$ cat src/rtl/twb_irq_pkg.sv
package twb_irq_pkg;
  typedef enum logic [1:0] {
    ADR_RAW    = 2'd0,
    ADR_MASKED = 2'd1,
    ADR_ENSET  = 2'd2,
    ADR_ENCLR  = 2'd3
  } twb_adr_e;

  localparam int EV_ARB_LOST = 0;
  localparam int EV_NACK     = 1;
  localparam int EV_ACC_RDY  = 2;
  localparam int EV_RX_RDY   = 3;
  localparam int EV_TX_RDY   = 4;
  localparam int EV_ACC_ERR  = 5;
  localparam int EV_RX_OVR   = 6;
endpackage

$ cat src/rtl/twb_flag_bank.sv
module twb_flag_bank #(
  parameter int NUM_EVT = 7
) (
  input  logic               clk,
  input  logic               rst_n,
  input  logic [NUM_EVT-1:0] evt_i,
  input  logic [NUM_EVT-1:0] ack_i,
  output logic [NUM_EVT-1:0] flags_o
);
  logic [NUM_EVT-1:0] flags_q;

  function automatic logic [NUM_EVT-1:0] next_flags(
    input logic [NUM_EVT-1:0] cur,
    input logic [NUM_EVT-1:0] ev,
    input logic [NUM_EVT-1:0] ack
  );
    return (cur & ~ack) | ev;
  endfunction

  always_ff @(posedge clk or negedge rst_n) begin
    if (!rst_n) flags_q <= '0;
    else        flags_q <= next_flags(flags_q, evt_i, ack_i);
  end

  assign flags_o = flags_q;

  // a pulse always leaves its flag set, even against an acknowledge
  a_r5_event_wins: assert property (@(posedge clk) disable iff (!rst_n)
    (evt_i != '0) |=> ((flags_q & $past(evt_i)) == $past(evt_i)));

  // acknowledged bits without a fresh pulse are cleared
  a_r4_ack_clears: assert property (@(posedge clk) disable iff (!rst_n)
    ((ack_i & ~evt_i) != '0) |=> ((flags_q & $past(ack_i & ~evt_i)) == '0));

  // flags are sticky when nothing touches them
  a_r2_sticky: assert property (@(posedge clk) disable iff (!rst_n)
    (evt_i == '0 && ack_i == '0) |=> $stable(flags_q));
endmodule

$ cat src/rtl/twb_enable_mask.sv
module twb_enable_mask #(
  parameter int NUM_EVT = 7
) (
  input  logic               clk,
  input  logic               rst_n,
  input  logic [NUM_EVT-1:0] set_i,
  input  logic [NUM_EVT-1:0] clr_i,
  output logic [NUM_EVT-1:0] en_o
);
  logic [NUM_EVT-1:0] en_q;

  function automatic logic [NUM_EVT-1:0] next_mask(
    input logic [NUM_EVT-1:0] cur,
    input logic [NUM_EVT-1:0] s,
    input logic [NUM_EVT-1:0] c
  );
    return (cur | s) & ~c;
  endfunction

  always_ff @(posedge clk or negedge rst_n) begin
    if (!rst_n) en_q <= '0;
    else        en_q <= next_mask(en_q, set_i, clr_i);
  end

  assign en_o = en_q;

  // set writes add bits, clear writes remove them
  a_r6_set_adds: assert property (@(posedge clk) disable iff (!rst_n)
    (set_i != '0 && clr_i == '0) |=> ((en_q & $past(set_i)) == $past(set_i)));
  a_r6_clr_removes: assert property (@(posedge clk) disable iff (!rst_n)
    (clr_i != '0) |=> ((en_q & $past(clr_i)) == '0));
endmodule

$ cat src/rtl/twb_irq_gen.sv
module twb_irq_gen #(
  parameter int NUM_EVT = 7
) (
  input  logic               clk,
  input  logic               rst_n,
  input  logic [NUM_EVT-1:0] flags_i,
  input  logic [NUM_EVT-1:0] en_i,
  output logic               irq_o
);
  logic pending;
  logic irq_q;

  assign pending = |(flags_i & en_i);

  always_ff @(posedge clk or negedge rst_n) begin
    if (!rst_n) irq_q <= 1'b0;
    else        irq_q <= pending;
  end

  assign irq_o = irq_q;
endmodule

$ cat src/rtl/twb_irq_unit.sv
module twb_irq_unit
  import twb_irq_pkg::*;
#(
  parameter int DATA_W   = 16,
  parameter int NUM_EVT  = 7,
  parameter int BUSY_BIT = 12
) (
  input  logic               clk,
  input  logic               rst_n,
  input  logic [NUM_EVT-1:0] evt_i,
  input  logic               bus_busy_i,
  input  logic [1:0]         reg_addr_i,
  input  logic               reg_wr_i,
  input  logic [DATA_W-1:0]  reg_wdata_i,
  output logic [DATA_W-1:0]  reg_rdata_o,
  output logic               irq_o
);
  localparam int EV_W = NUM_EVT;

  logic [EV_W-1:0] wr_ack, wr_set, wr_clr;
  logic [EV_W-1:0] flags, en_mask;
  logic [DATA_W-1:0] raw_word, masked_word, en_word;
  logic unused_wdata_hi;

  assign unused_wdata_hi = ^reg_wdata_i[DATA_W-1:EV_W];

  assign wr_ack = (reg_wr_i && reg_addr_i == ADR_MASKED) ? reg_wdata_i[EV_W-1:0] : '0;
  assign wr_set = (reg_wr_i && reg_addr_i == ADR_ENSET)  ? reg_wdata_i[EV_W-1:0] : '0;
  assign wr_clr = (reg_wr_i && reg_addr_i == ADR_ENCLR)  ? reg_wdata_i[EV_W-1:0] : '0;

  twb_flag_bank #(.NUM_EVT(EV_W)) u_flags (
    .clk(clk), .rst_n(rst_n), .evt_i(evt_i), .ack_i(wr_ack), .flags_o(flags)
  );

  twb_enable_mask #(.NUM_EVT(EV_W)) u_mask (
    .clk(clk), .rst_n(rst_n), .set_i(wr_set), .clr_i(wr_clr), .en_o(en_mask)
  );

  twb_irq_gen #(.NUM_EVT(EV_W)) u_irq (
    .clk(clk), .rst_n(rst_n), .flags_i(flags), .en_i(en_mask), .irq_o(irq_o)
  );

  always_comb begin
    raw_word = '0;
    raw_word[EV_W-1:0] = flags;
    raw_word[BUSY_BIT] = bus_busy_i;
    masked_word = '0;
    masked_word[EV_W-1:0] = flags & en_mask;
    en_word = '0;
    en_word[EV_W-1:0] = en_mask;
  end

  always_comb begin
    unique case (reg_addr_i)
      ADR_RAW:    reg_rdata_o = raw_word;
      ADR_MASKED: reg_rdata_o = masked_word;
      default:    reg_rdata_o = en_word;
    endcase
  end

  // the line follows the enabled pending state one cycle later
  a_r7_irq_latency: assert property (@(posedge clk) disable iff (!rst_n)
    1'b1 |=> (irq_o == $past(|(flags & en_mask))));

  // writes to the flag-word address alter nothing
  a_r9_raw_write_inert: assert property (@(posedge clk) disable iff (!rst_n)
    (reg_wr_i && reg_addr_i == ADR_RAW && evt_i == '0) |=> ($stable(flags) && $stable(en_mask)));

  // the filtered view never shows a disabled flag
  a_r3_masked_view: assert property (@(posedge clk) disable iff (!rst_n)
    ((masked_word[EV_W-1:0] & ~en_mask) == '0));
endmodule

$ cat config.mk
export PLATFORM = sky130hd
export DESIGN_NAME = twb_irq_unit
export DESIGN_NICKNAME = d
export VERILOG_FILES = /design/src/rtl/twb_irq_pkg.sv /design/src/rtl/twb_flag_bank.sv /design/src/rtl/twb_enable_mask.sv /design/src/rtl/twb_irq_gen.sv /design/src/rtl/twb_irq_unit.sv
export SDC_FILE = /design/constraint.sdc
export NUM_CORES = 1
export LEC_CHECK = 0
export ABC_AREA = 1
export BUFFER_PORTS_ARGS = -buffer_cell sky130_fd_sc_hd__buf_2
export CORE_UTILIZATION = 48
export CTS_CLUSTER_DIAMETER = 200
export CTS_CLUSTER_SIZE = 10
export DETAILED_ROUTE_END_ITERATION = 10
export PLACE_DENSITY = 0.84
export SKIP_CTS_REPAIR_TIMING = 1
export SLEW_MARGIN = 20
export SYNTH_ARGS = -nofsm -noshare
export SYNTH_HDL_FRONTEND = slang
export SYNTH_SLANG_ARGS = --single-unit
$ cat constraint.sdc
create_clock -name clk -period 1.9 [get_ports clk]
set_clock_uncertainty 0.2 [all_clocks]
set_input_delay 0.19 -clock clk [delete_from_list [all_inputs] [get_ports clk]]
set_output_delay 0.19 -clock clk [all_outputs]
set_load 0.005 [all_outputs]
==> results.py <==
metrics = {
    "global_route": {
        "overflow": 0,
        "met3_usage_pct": 2.38,
        "grt_max_degree": 16,
        "grt_pass1_wl_um": 2840,
        "top_usage_layer": "met2",
        "track_usage_pct": 19.5,
        "met1_usage_pct": 26.6,
        "grt_pass1_vias": 673,
        "use_met2_pct": 32.3,
        "antenna_found_initial": 0,
    },
    "sta": {
        "fmax_ghz": 0.730,
        "hold_viol_final": 0,
        "fin_crit_sh_pct": 72.1,
        "final-max-slew-violation-count": 0,
        "rsz0062_at_grt": "false",
        "fin_setup_tns_ns": 0,
        "fin_crit_ns": 1.37,
        "setup_viol": 0,
    },
    "placed_design": {
        "place_congestion": 0.779,
        "port_buffers": 28,
        "place_inst": 173,
        "dp_hpwl_um": 1350,
    },
    "route": {
        "wirelength_um": 1890,
        "num_vias": 822,
        "viasPerCell": 4.44,
        "dr.first_iter.drc_count": 18,
        "drtAntennaViolNets": 0,
        "firstDrtPassIters": 4,
        "drc": 0,
        "wl_per_cell_um": 10.2,
    },
    "power": {
        "p_per_area_nw_per_um2": 665,
        "p_leak_nw": 0.639,
        "ir_drop_v": 0.000448,
    },
    "yosys": {
        "synth_cells": 124,
        "syn_area_per_cell_um2": 7.33,
        "yosys_warnings": 0,
        "yosysUniqueCellTypes": 13,
        "syn_area_um2": 908,
        "yosysSeqAreaShare_pct": 41.3,
        "ys_seq_elements": 15,
    },
    "worst_setup_path": {
        "reg2regPathDepth": 4,
        "worstPathMaxFanout": 3,
        "crit_type": "register to output port",
        "worstPathArrival_ns": 0.98,
        "worstSetupStartpointType": "register",
        "cpPeakStageDelay_ns": 0.40,
        "endpoint_kind": "output port",
        "crit_required_ns": 1.51,
        "slowest_stage": "dfrtp_1",
        "path_cells": "nor2_1 -> a21oi_2 -> buf_2",
        "r2r_setup_slack_ns": 0.91,
    },
    "clocking": {
        "clockBufferDepth": 2,
        "cts.sinks": 15,
        "clk_latency_ns": 0.28,
        "ctsRootBufferMaster": "clkbuf_4",
        "cts_buffers": 3,
        "path_clk_slew_ns": 0.10,
        "cts_tree": "done",
        "htreeDepth": 1,
    },
    "die": {
        "dieWidth_um": 45.5,
        "start_util_pct": 52.0,
        "die_y_um": 45.5,
        "rows": 15,
        "core_um2": 1750,
        "ios": 46,
        "dieArea_um2": 2070,
    },
    "hold_path": {
        "holdPathStages": 4,
        "min_path_type": "input pin to register",
    },
    "run": {
        "max_cap_violations": 0,
    },
    "final_layout": {
        "num-nets-final": 190,
        "final_core_util_pct": 64.7,
        "diodes": 0,
        "syn_to_final_growth_pct": 24.4,
        "drive_above_1_share_pct": 26.9,
        "final_common_cell": "nand2_1",
        "layout_common_cells": "32 x nand2_1, 28 x buf_2, 23 x inv_1",
        "layout.cells.non_filler": 185,
    },
    "status": {
        "status": "complete, no violations",
    },
}
## cells by family (layout without fill, tap and decap cells)
kind of cell / count (synthesis) / in the layout / synth area share, %
other: 1 / 8 / 0.413
AO/OA/AOI/OAI: 14 / 14 / 10.6
buffers and inverters: 36 / 65 / 20.1
AND/OR/NAND/NOR: 58 / 58 / 27.5
flip-flops: 15 / 15 / 41.3
## worst paths after layout
| check | startpoint | to |
|---|---|---|
| min reg2reg | u_flags.flags_o[0]$_DFF_PN0_ | u_flags.flags_o[0]$_DFF_PN0_ |
| max in group asynchronous | rst_n | u_mask.en_o[0]$_DFF_PN0_ |
| min in group asynchronous | rst_n | u_irq.irq_o$_DFF_PN0_ |
| max reg2reg | u_flags.flags_o[6]$_DFF_PN0_ | u_irq.irq_o$_DFF_PN0_ |
| min | reg_wdata_i[4] | u_flags.flags_o[4]$_DFF_PN0_ |
| max | u_flags.flags_o[0]$_DFF_PN0_ | reg_rdata_o[0] |
## power by group
group	switching (mW)	internal, mW
clock network	0.109	0.0782
logic	0.109	0.0879
registers	0.0159	0.351
## routing by layer
| layer | vias up | share of wire, % |
|---|---|---|
| met5 | - | 0 |
| met3 | 2 | 4.7 |
| met4 | 0 | 0.58 |
| li1 | 431 | - |
| met1 | 363 | 49 |
| met2 | 26 | 46 |
## sequential cells by signal (all words and copies together) (netlist names)
| name | cells |
|---|---|
| u_flags.flags_o | 7 |
| u_mask.en_o | 7 |
| u_irq.irq_o | 1 |
## area by class of cell
class | count | area (um^2)
clock buffers | 3 | 22.5
clock inverters | 1 | 5.00
fillers | 160 | 616
inverters | 25 | 98.8
multi-input cells | 80 | 377
flip-flops and latches | 15 | 375
well taps | 25 | 31.3
repair buffers | 36 | 220
## cell usage after synthesis
master | number | area share (%)
inv_4 | 2 | 1.4
buf_4 | 9 | 7.4
nor2_1 | 17 | 7.0
buf_2 | 1 | 0.55
a21oi_2 | 7 | 6.7
nand2_1 | 32 | 13
nand2_4 | 2 | 2.5
dfrtp_1 | 15 | 41
inv_1 | 23 | 9.5
conb_1 | 1 | 0.41
buf_6 | 1 | 1.2
o21ai_0 | 7 | 3.9
nand4_1 | 7 | 4.8
## stage by stage
step                      setup slack [ns]  power [mW]  hold slack (ns)  area (um^2)
after global placement               0.624       0.552          -0.0910         1020
after detailed placement             0.623       0.557          -0.0792         1020
after CTS                            0.520       0.745           -0.394         1050
after global routing                 0.488       0.798           0.0197         1130
final                                0.530       0.751           0.0178         1130
after floorplan                      0.856       0.500           -0.306          935
## worst max-delay path: cells and delay by family, from the launching register on
kind	cells	cell delay, ns
compound gates	1	0.04
simple gates	1	0.13
buf+inv	1	0.12
flops	1	0.40
(Power assumes the default switching activity.)
